### config.mk
export PLATFORM = sky130hd
export DESIGN_NAME = cfg_misr
export DESIGN_NICKNAME = d
export VERILOG_FILES = /design/src/rtl/misr_pkg.sv /design/src/rtl/misr_ctrl.sv /design/src/rtl/misr_feedback.sv /design/src/rtl/misr_stage_row.sv /design/src/rtl/cfg_misr.sv
export SDC_FILE = /design/constraint.sdc
export NUM_CORES = 1
export LEC_CHECK = 0
export BUFFER_PORTS_ARGS = -buffer_cell sky130_fd_sc_hd__buf_2
export CORE_ASPECT_RATIO = 1.4
export CORE_MARGIN = 8
export CORE_UTILIZATION = 35
export CTS_BUF_LIST = sky130_fd_sc_hd__clkbuf_2 sky130_fd_sc_hd__clkbuf_4 sky130_fd_sc_hd__clkbuf_8
export DETAILED_ROUTE_END_ITERATION = 8
export PLACE_DENSITY = 0.64
export SLEW_MARGIN = 25
export SYNTH_ARGS = -nofsm -noshare
export SYNTH_HDL_FRONTEND = slang
export SYNTH_SLANG_ARGS = --single-unit
### constraint.sdc
create_clock -name clk -period 3.1 [get_ports clk]
set_input_delay 0.155 -clock clk [delete_from_list [all_inputs] [get_ports clk]]
set_output_delay 0.155 -clock clk [all_outputs]
set_load 0.02 [all_outputs]
### src/rtl/misr_pkg.sv
package misr_pkg;
  typedef enum logic [1:0] {
    OP_HOLD = 2'd0,
    OP_LOAD = 2'd1,
    OP_STEP = 2'd2
  } misr_op_e;
endpackage

### src/rtl/misr_ctrl.sv
module misr_ctrl
  import misr_pkg::*;
(
  input  logic     load,
  input  logic     step_en,
  output misr_op_e op
);
  always_comb begin
    if (load)         op = OP_LOAD;
    else if (step_en) op = OP_STEP;
    else              op = OP_HOLD;
  end
endmodule

### src/rtl/misr_feedback.sv
module misr_feedback #(
  parameter int WIDTH = 8
) (
  input  logic [WIDTH-1:0] cur,
  input  logic [WIDTH-1:0] taps,
  output logic             fb
);
  logic [WIDTH:0] acc;
  assign acc[0] = 1'b0;
  for (genvar i = 0; i < WIDTH; i++) begin : g_tap
    assign acc[i+1] = acc[i] ^ (cur[i] & taps[i]);
  end
  assign fb = acc[WIDTH];
endmodule

### src/rtl/misr_stage_row.sv
module misr_stage_row #(
  parameter int WIDTH = 8
) (
  input  logic [WIDTH-1:0] cur,
  input  logic [WIDTH-1:0] din,
  input  logic             fb,
  output logic [WIDTH-1:0] nxt
);
  localparam int TOP = WIDTH - 1;
  for (genvar j = 0; j < WIDTH; j++) begin : g_stage
    if (j == TOP) begin : g_head
      assign nxt[j] = fb ^ din[j];
    end else begin : g_body
      assign nxt[j] = cur[j+1] ^ din[j];
    end
  end
endmodule

### src/rtl/cfg_misr.sv
module cfg_misr
  import misr_pkg::*;
#(
  parameter int               WIDTH        = 8,
  parameter logic [WIDTH-1:0] RESET_SEED   = WIDTH'(1),
  parameter logic [WIDTH-1:0] DEFAULT_TAPS = WIDTH'(3)
) (
  input  logic             clk,
  input  logic             rst,
  input  logic             load,
  input  logic [WIDTH-1:0] seed_in,
  input  logic [WIDTH-1:0] taps_in,
  input  logic [WIDTH-1:0] din,
  input  logic             step_en,
  output logic [WIDTH-1:0] state
);
  logic [WIDTH-1:0] state_q;
  logic [WIDTH-1:0] taps_q;
  logic [WIDTH-1:0] next_w;
  logic             fb_w;
  misr_op_e         op_w;

  misr_ctrl u_ctrl (
    .load    (load),
    .step_en (step_en),
    .op      (op_w)
  );

  misr_feedback #(.WIDTH(WIDTH)) u_fb (
    .cur  (state_q),
    .taps (taps_q),
    .fb   (fb_w)
  );

  misr_stage_row #(.WIDTH(WIDTH)) u_row (
    .cur (state_q),
    .din (din),
    .fb  (fb_w),
    .nxt (next_w)
  );

  always_ff @(posedge clk) begin
    if (rst) begin
      state_q <= RESET_SEED;
      taps_q  <= DEFAULT_TAPS;
    end else begin
      case (op_w)
        OP_LOAD: begin
          state_q <= seed_in;
          taps_q  <= taps_in;
        end
        OP_STEP: state_q <= next_w;
        default: state_q <= state_q;
      endcase
    end
  end

  assign state = state_q;
endmodule

==> results.md, run 1 <==
* Status: complete, no violations
* Global Route Usage Sum at slightly above 10%
* Yosys warning count at 0
* Worst path top cell family by delay: XOR/XNOR gates
* Most used cell, CP: xnor2_1
* Post-synth cell types at 16
* Maximum clock rate at between 0.6 and 0.7 GHz
* Period utilization at around 46%
* H-tree depth at 1
* Skew-Pair Late Insertion Delay at approximately 280 ps
* Power per cell area at roughly 470 mW/mm2
* Setup violators final at 0
* Slew @ Worst Pin at approximately 530 ps
* Area leader, netlist: dfxtp_1
* Worst Path Arrival at 1600 ps
* Rows at 20
* Largest net degree at the start of global routing at 28
* Congestion Overflow GR at 0
* Worst path max stage delay at 430 ps
* Via count at 727
* CTS Buffer Depth at 2
* Syn Inst Count at 93
* MaxCap Viol Count at 0
* Ports at 36
* Die width at between 50 and 60 um
* Clk slew on worst S/H paths at approximately 90 ps
* Area of the core at ~0.0022 mm2
* Most common cell after layout, fill and taps aside: buf_2
* Min Hold Slack at about 70 ps
* CTS tree: yes
* CTS resizes at 0
* RSZ-0062 raised after global routing: false
* Initial antenna violation count at 0
* Final hold viol count at 0
* CP bufs+invs at 0
* Initial DRC count at 13
* Drt drc at 0
* Max FO, Critical Path at 4
* Seq pwr share at 49.0%
* Setup Fix Bufs, Post-CTS at 0
* R2r worst-path depth at 5
* CP Capture Type: flip-flop
* Vias in the first global route at between 800 and 900
* # hold bufs at CTS at 0
* Die area at 0.004115 mm2
* Power share of the clock group at about 29%
* Mapped cell area at between 800 and 900 um2
* Cell at the slowest stage of the critical path: xnor3_1
* P_sw at roughly 0.13 mW
* First-pass GRT wire length at 3381 um
* Proportion of layout cells with a drive suffix above 1 at 32.80%
* CTS buffer count at 3
* Most frequent cells in the layout: buf_2, nor2_1, dfxtp_1, xnor2_1, nand2_1
* Top post-synthesis cells by area: dfxtp_1, xnor2_1, nor2_1
* Syn_area_per_cell at 8.664 um2
* Diode count at 0
* Hold depth at 2
* Port bufs at 35
* Starting Density at a little under two fifths
* CP Depth at 5
* Pre-antenna DRT Iters at 3
* Fin nets at between 150 and 200
* P_int at 0.3444 mW
* Layout area overhead at 25.93%
* Seq/Total Area, Yosys at about 40%
* Setup TNS at 0 ps
* Synth Register Bits at 16
* Post-DRT Antenna Nets at 0
* Logic pwr share at approximately 22%
* WL final at approximately 1900 um
* Met3 Use GR at 3.310%
* RD Place Congestion at 0.7535
* Number of clock sinks at 16
* IR drop worst, VDD at about 0.33 mV
* Setup Skew at between 1.5 and 2 ps
* WL/cell at around 13 um
* Via density at slightly below 5
* Syn_nets at ~120
* Top cell type's share of synthesized area at 39.75%
* Global Route met2 Usage at between 10% and 20%
* Filler cell count at around 210
* Final max-slew violation count at 0
* Rel. slew slack at 64.88%
* Critical Path Start Type: flip-flop
* Sw Share at between 20% and 30%
* Req. time, crit path at 3270 ps
* Global routing met1 resource utilization at 10.54%
* GRT Max-Usage Layer: met2
* Sequence of cells on the critical path: nand2_1, xnor2_1, xnor3_1, xnor2_1, o22ai_1
* Die Height at 72.77 um
* CTS Root Cell: clkbuf_4
* Min-delay worst type: in2reg
* Crit path kind: reg2reg
* LEAKAGE at 0.4718 nW
* Hpwl dp at approximately 1500 um
* Tmin final at ~1400 ps
Yosys cell counts:
master	number
clkbuf_1	4
nor3b_1	1
dfxtp_1	16
nand2_1	8
o22ai_1	1
nor2_1	20
a211oi_1	7
a21oi_1	7
mux2i_1	6
a211o_1	3
xnor3_1	1
nand2_2	1
buf_2	3
nor2b_1	2
xnor2_1	12
xnor2_2	1
cells by family after synthesis:
logic type             synth area share [%]
XOR/XNOR                              17.86
buffers and inverters                 3.726
AO/OA/AOI/OAI                         14.91
AND/OR/NAND/NOR                       16.30
flip-flops                            39.75
multiplexers                          7.454
worst paths after layout:
kind                            startpoint   endpoint  slack (ps)
worst max-delay path              state[2]   state[7]        1670
worst min-delay path            taps_in[0]  taps_q[0]          70
worst max register to register    state[2]   state[7]        1670
worst min register to register   taps_q[7]  taps_q[7]         500
final cells by class:
class | count | area [um2] | area share, %
Timing Repair Buffer | 35 | 175.2 | 17.26
Tap cell | 22 | 27.53 | 2.713
Clock buffer | 4 | 36.28 | 3.576
Multi-Input combinational cell | 70 | 455.4 | 44.88
Sequential cell | 16 | 320.3 | 31.57
power groups by stage:
stage	sequential [mW]	combinational, mW	clock, mW
global placement	0.237	0.105	0
finish	0.232	0.105	0.137
floorplan	0.245	0.0630	0
CTS	0.232	0.107	0.141
detailed placement	0.237	0.107	0
global route	0.235	0.116	0.152
flip-flops by register name (all words and copies together), names as in the netlist:
register	cells
state	8
taps_q	8
through the flow:
| stage | power, mW | cells | util [%] | setup slack [ps] | instance area, um2 |
|---|---|---|---|---|---|
| global route | 0.5033 | 147 | 46.61 | 1570 | 1015 |
| floorplan | 0.3084 | 93 | - | 1664 | 805.8 |
| finish | 0.4737 | 147 | 46.61 | 1669 | 1015 |
| detailed placement | 0.3437 | 143 | 44.94 | 1667 | 978.4 |
| global placement | 0.3411 | 143 | 44.94 | 1782 | 978.4 |
| CTS | 0.4802 | 147 | 46.61 | 1651 | 1015 |
routing by layer:
layer	vias up	part of all wire, %
met3	4	5.7
li1	374	-
met4	0	2.2
met1	326	44
met2	23	48
met5	-	0
Power figures use the tool's default switching activity.
==> inputs of run 2 (changes only) <==
==> constraint.sdc (replaced) <==
create_clock -name clk -period 1.5 [get_ports clk]
set_input_delay 0.075 -clock clk [delete_from_list [all_inputs] [get_ports clk]]
set_output_delay 0.075 -clock clk [all_outputs]
set_load 0.02 [all_outputs]
==> results.md, run 2 (synthesis gave the netlist of run 1 again) <==
* Final max-slew violation count at 0 (unchanged)
* First-pass GRT wire length at 3367 um (was 3381 um)
* Maximum clock rate at 0.7454 GHz (was 0.6988 GHz)
* Power per cell area at 933.4 mW/mm2 (was 466.8 mW/mm2)
* Min Hold Slack at 19.59 ps (was 72.06 ps)
* Area of the core at 0.002177 mm2 (unchanged)
* Min-delay worst type: in2reg (unchanged)
* Req. time, crit path at 1670 ps (was 3270 ps)
* Via density at 4.861 (was 4.946)
* Global Route Usage Sum at 9.741% (was 10.10%)
* Most frequent cells in the layout: buf_2, nor2_1, dfxtp_1, xnor2_1, nand2_1 (unchanged)
* CTS buffer count at 3 (unchanged)
* Setup Fix Bufs, Post-CTS at 0 (unchanged)
* Fin nets at 158 (was 154)
* Status: complete, no violations (unchanged)
* Die area at 0.004115 mm2 (unchanged)
* Drt drc at 0 (unchanged)
* Tmin final at 1342 ps (was 1431 ps)
* Most common cell after layout, fill and taps aside: buf_2 (unchanged)
* IR drop worst, VDD at 0.5584 mV (was 0.3313 mV)
* Max FO, Critical Path at 4 (unchanged)
* Logic pwr share at 23.1% (was 22.1%)
* CP Capture Type: flip-flop (unchanged)
* Crit path kind: reg2reg (unchanged)
* Setup violators final at 0 (unchanged)
* Vias in the first global route at 793 (was 802)
* P_int at 0.7191 mW (was 0.3444 mW)
* Pre-antenna DRT Iters at 2 (was 3)
* Die width at 56.55 um (unchanged)
* Starting Density at 37.01% (unchanged)
* Setup Skew at 5.488 ps (was 1.779 ps)
* Rows at 20 (unchanged)
* Die Height at 72.77 um (unchanged)
* Sw Share at 26.79% (was 27.29%)
* Largest net degree at the start of global routing at 28 (unchanged)
* Rel. slew slack at 64.55% (was 64.88%)
* Ports at 36 (unchanged)
* Worst Path Arrival at 1510 ps (was 1600 ps)
* Post-DRT Antenna Nets at 0 (unchanged)
* MaxCap Viol Count at 0 (unchanged)
* Final hold viol count at 0 (unchanged)
* Port bufs at 35 (unchanged)
* LEAKAGE at 0.4895 nW (was 0.4718 nW)
* Number of clock sinks at 16 (unchanged)
* Diode count at 0 (unchanged)
* Slew @ Worst Pin at 531.7 ps (was 526.8 ps)
* Via count at 734 (was 727)
* Layout area overhead at 30.59% (was 25.93%)
* RSZ-0062 raised after global routing: false (unchanged)
* Hpwl dp at 1536 um (was 1503 um)
* CTS tree: yes (unchanged)
* Clk slew on worst S/H paths at 90 ps (about the same)
* Setup TNS at 0 ps (unchanged)
* Seq pwr share at 48.8% (was 49.0%)
* WL/cell at 12.79 um (was 12.97 um)
* CTS Buffer Depth at 2 (unchanged)
* Period utilization at 89.44% (was 46.16%)
* H-tree depth at 1 (unchanged)
* P_sw at 0.2631 mW (was 0.1293 mW)
* CTS resizes at 0 (unchanged)
* RD Place Congestion at 0.7624 (was 0.7535)
* CTS Root Cell: clkbuf_4 (unchanged)
* Initial DRC count at 16 (was 13)
* Proportion of layout cells with a drive suffix above 1 at 32.56% (was 32.80%)
* Power share of the clock group at 28.1% (was 28.8%)
* Congestion Overflow GR at 0 (unchanged)
* Initial antenna violation count at 0 (unchanged)
* Critical Path Start Type: flip-flop (unchanged)
* WL final at 1931 um (was 1906 um)
* Skew-Pair Late Insertion Delay at 280 ps (about the same)
-- run 2: path summary, 6_finish.rpt --
kind              startpoint        end  slack (ps)  cells after the start
setup / recovery    state[6]   state[7]         160                      5
hold / removal    seed_in[1]   state[1]          20                      3
setup reg to reg    state[6]   state[7]         160                      5
hold reg to reg    taps_q[7]  taps_q[7]         500                      2
-- run 2: area by class of cell --
class	count	area, um2
Timing Repair Buffer	39	212.7
Clock buffer	4	36.28
Sequential cell	16	320.3
Fill cell	215	1125
Tap cell	22	27.53
Multi-Input combinational cell	70	455.4
-- run 2: worst max-delay path: stages, from the launching register on --
cell	delay (ps)
dfxtp_1	400
nand2_1	110
xnor2_2	160
xnor3_1	340
xnor2_1	140
o22ai_1	80
-- run 2: power by group through the flow --
stage,Clock [mW],Sequential (mW),Combinational [mW]
final,0.276,0.479,0.227
after detailed placement,0,0.490,0.223
after global placement,0,0.488,0.220
after global routing,0.305,0.484,0.253
after CTS,0.288,0.480,0.228
after floorplan,0,0.507,0.130
-- run 2: through the flow --
step / setup WS, ps / power, mW / util, % / cell area (um2) / std cells
floorplan: 64.08 / 0.6373 / - / 805.8 / 93
global placement: 217.8 / 0.7074 / 45.29 / 985.9 / 144
detailed placement: 155.7 / 0.7129 / 45.29 / 985.9 / 144
CTS: 141.4 / 0.9961 / 47.87 / 1042 / 150
global route: 45.91 / 1.041 / 48.33 / 1052 / 151
finish: 158.4 / 0.9822 / 48.33 / 1052 / 151
-- run 2: timing repair --
item / in CTS / in global routing
endpoints found under the hold margin: 2 / 1
endpoints found under the setup margin: 0 / 0
hold buffers: 2 / 1
-- run 2: per-layer routing --
layer,vias up,routed length [um],global-route usage [%]
li1,383,-,-
met1,326,864,10.64
met2,23,910,16.50
met3,2,138,3.484
met4,0,17,4.021
met5,-,0,0
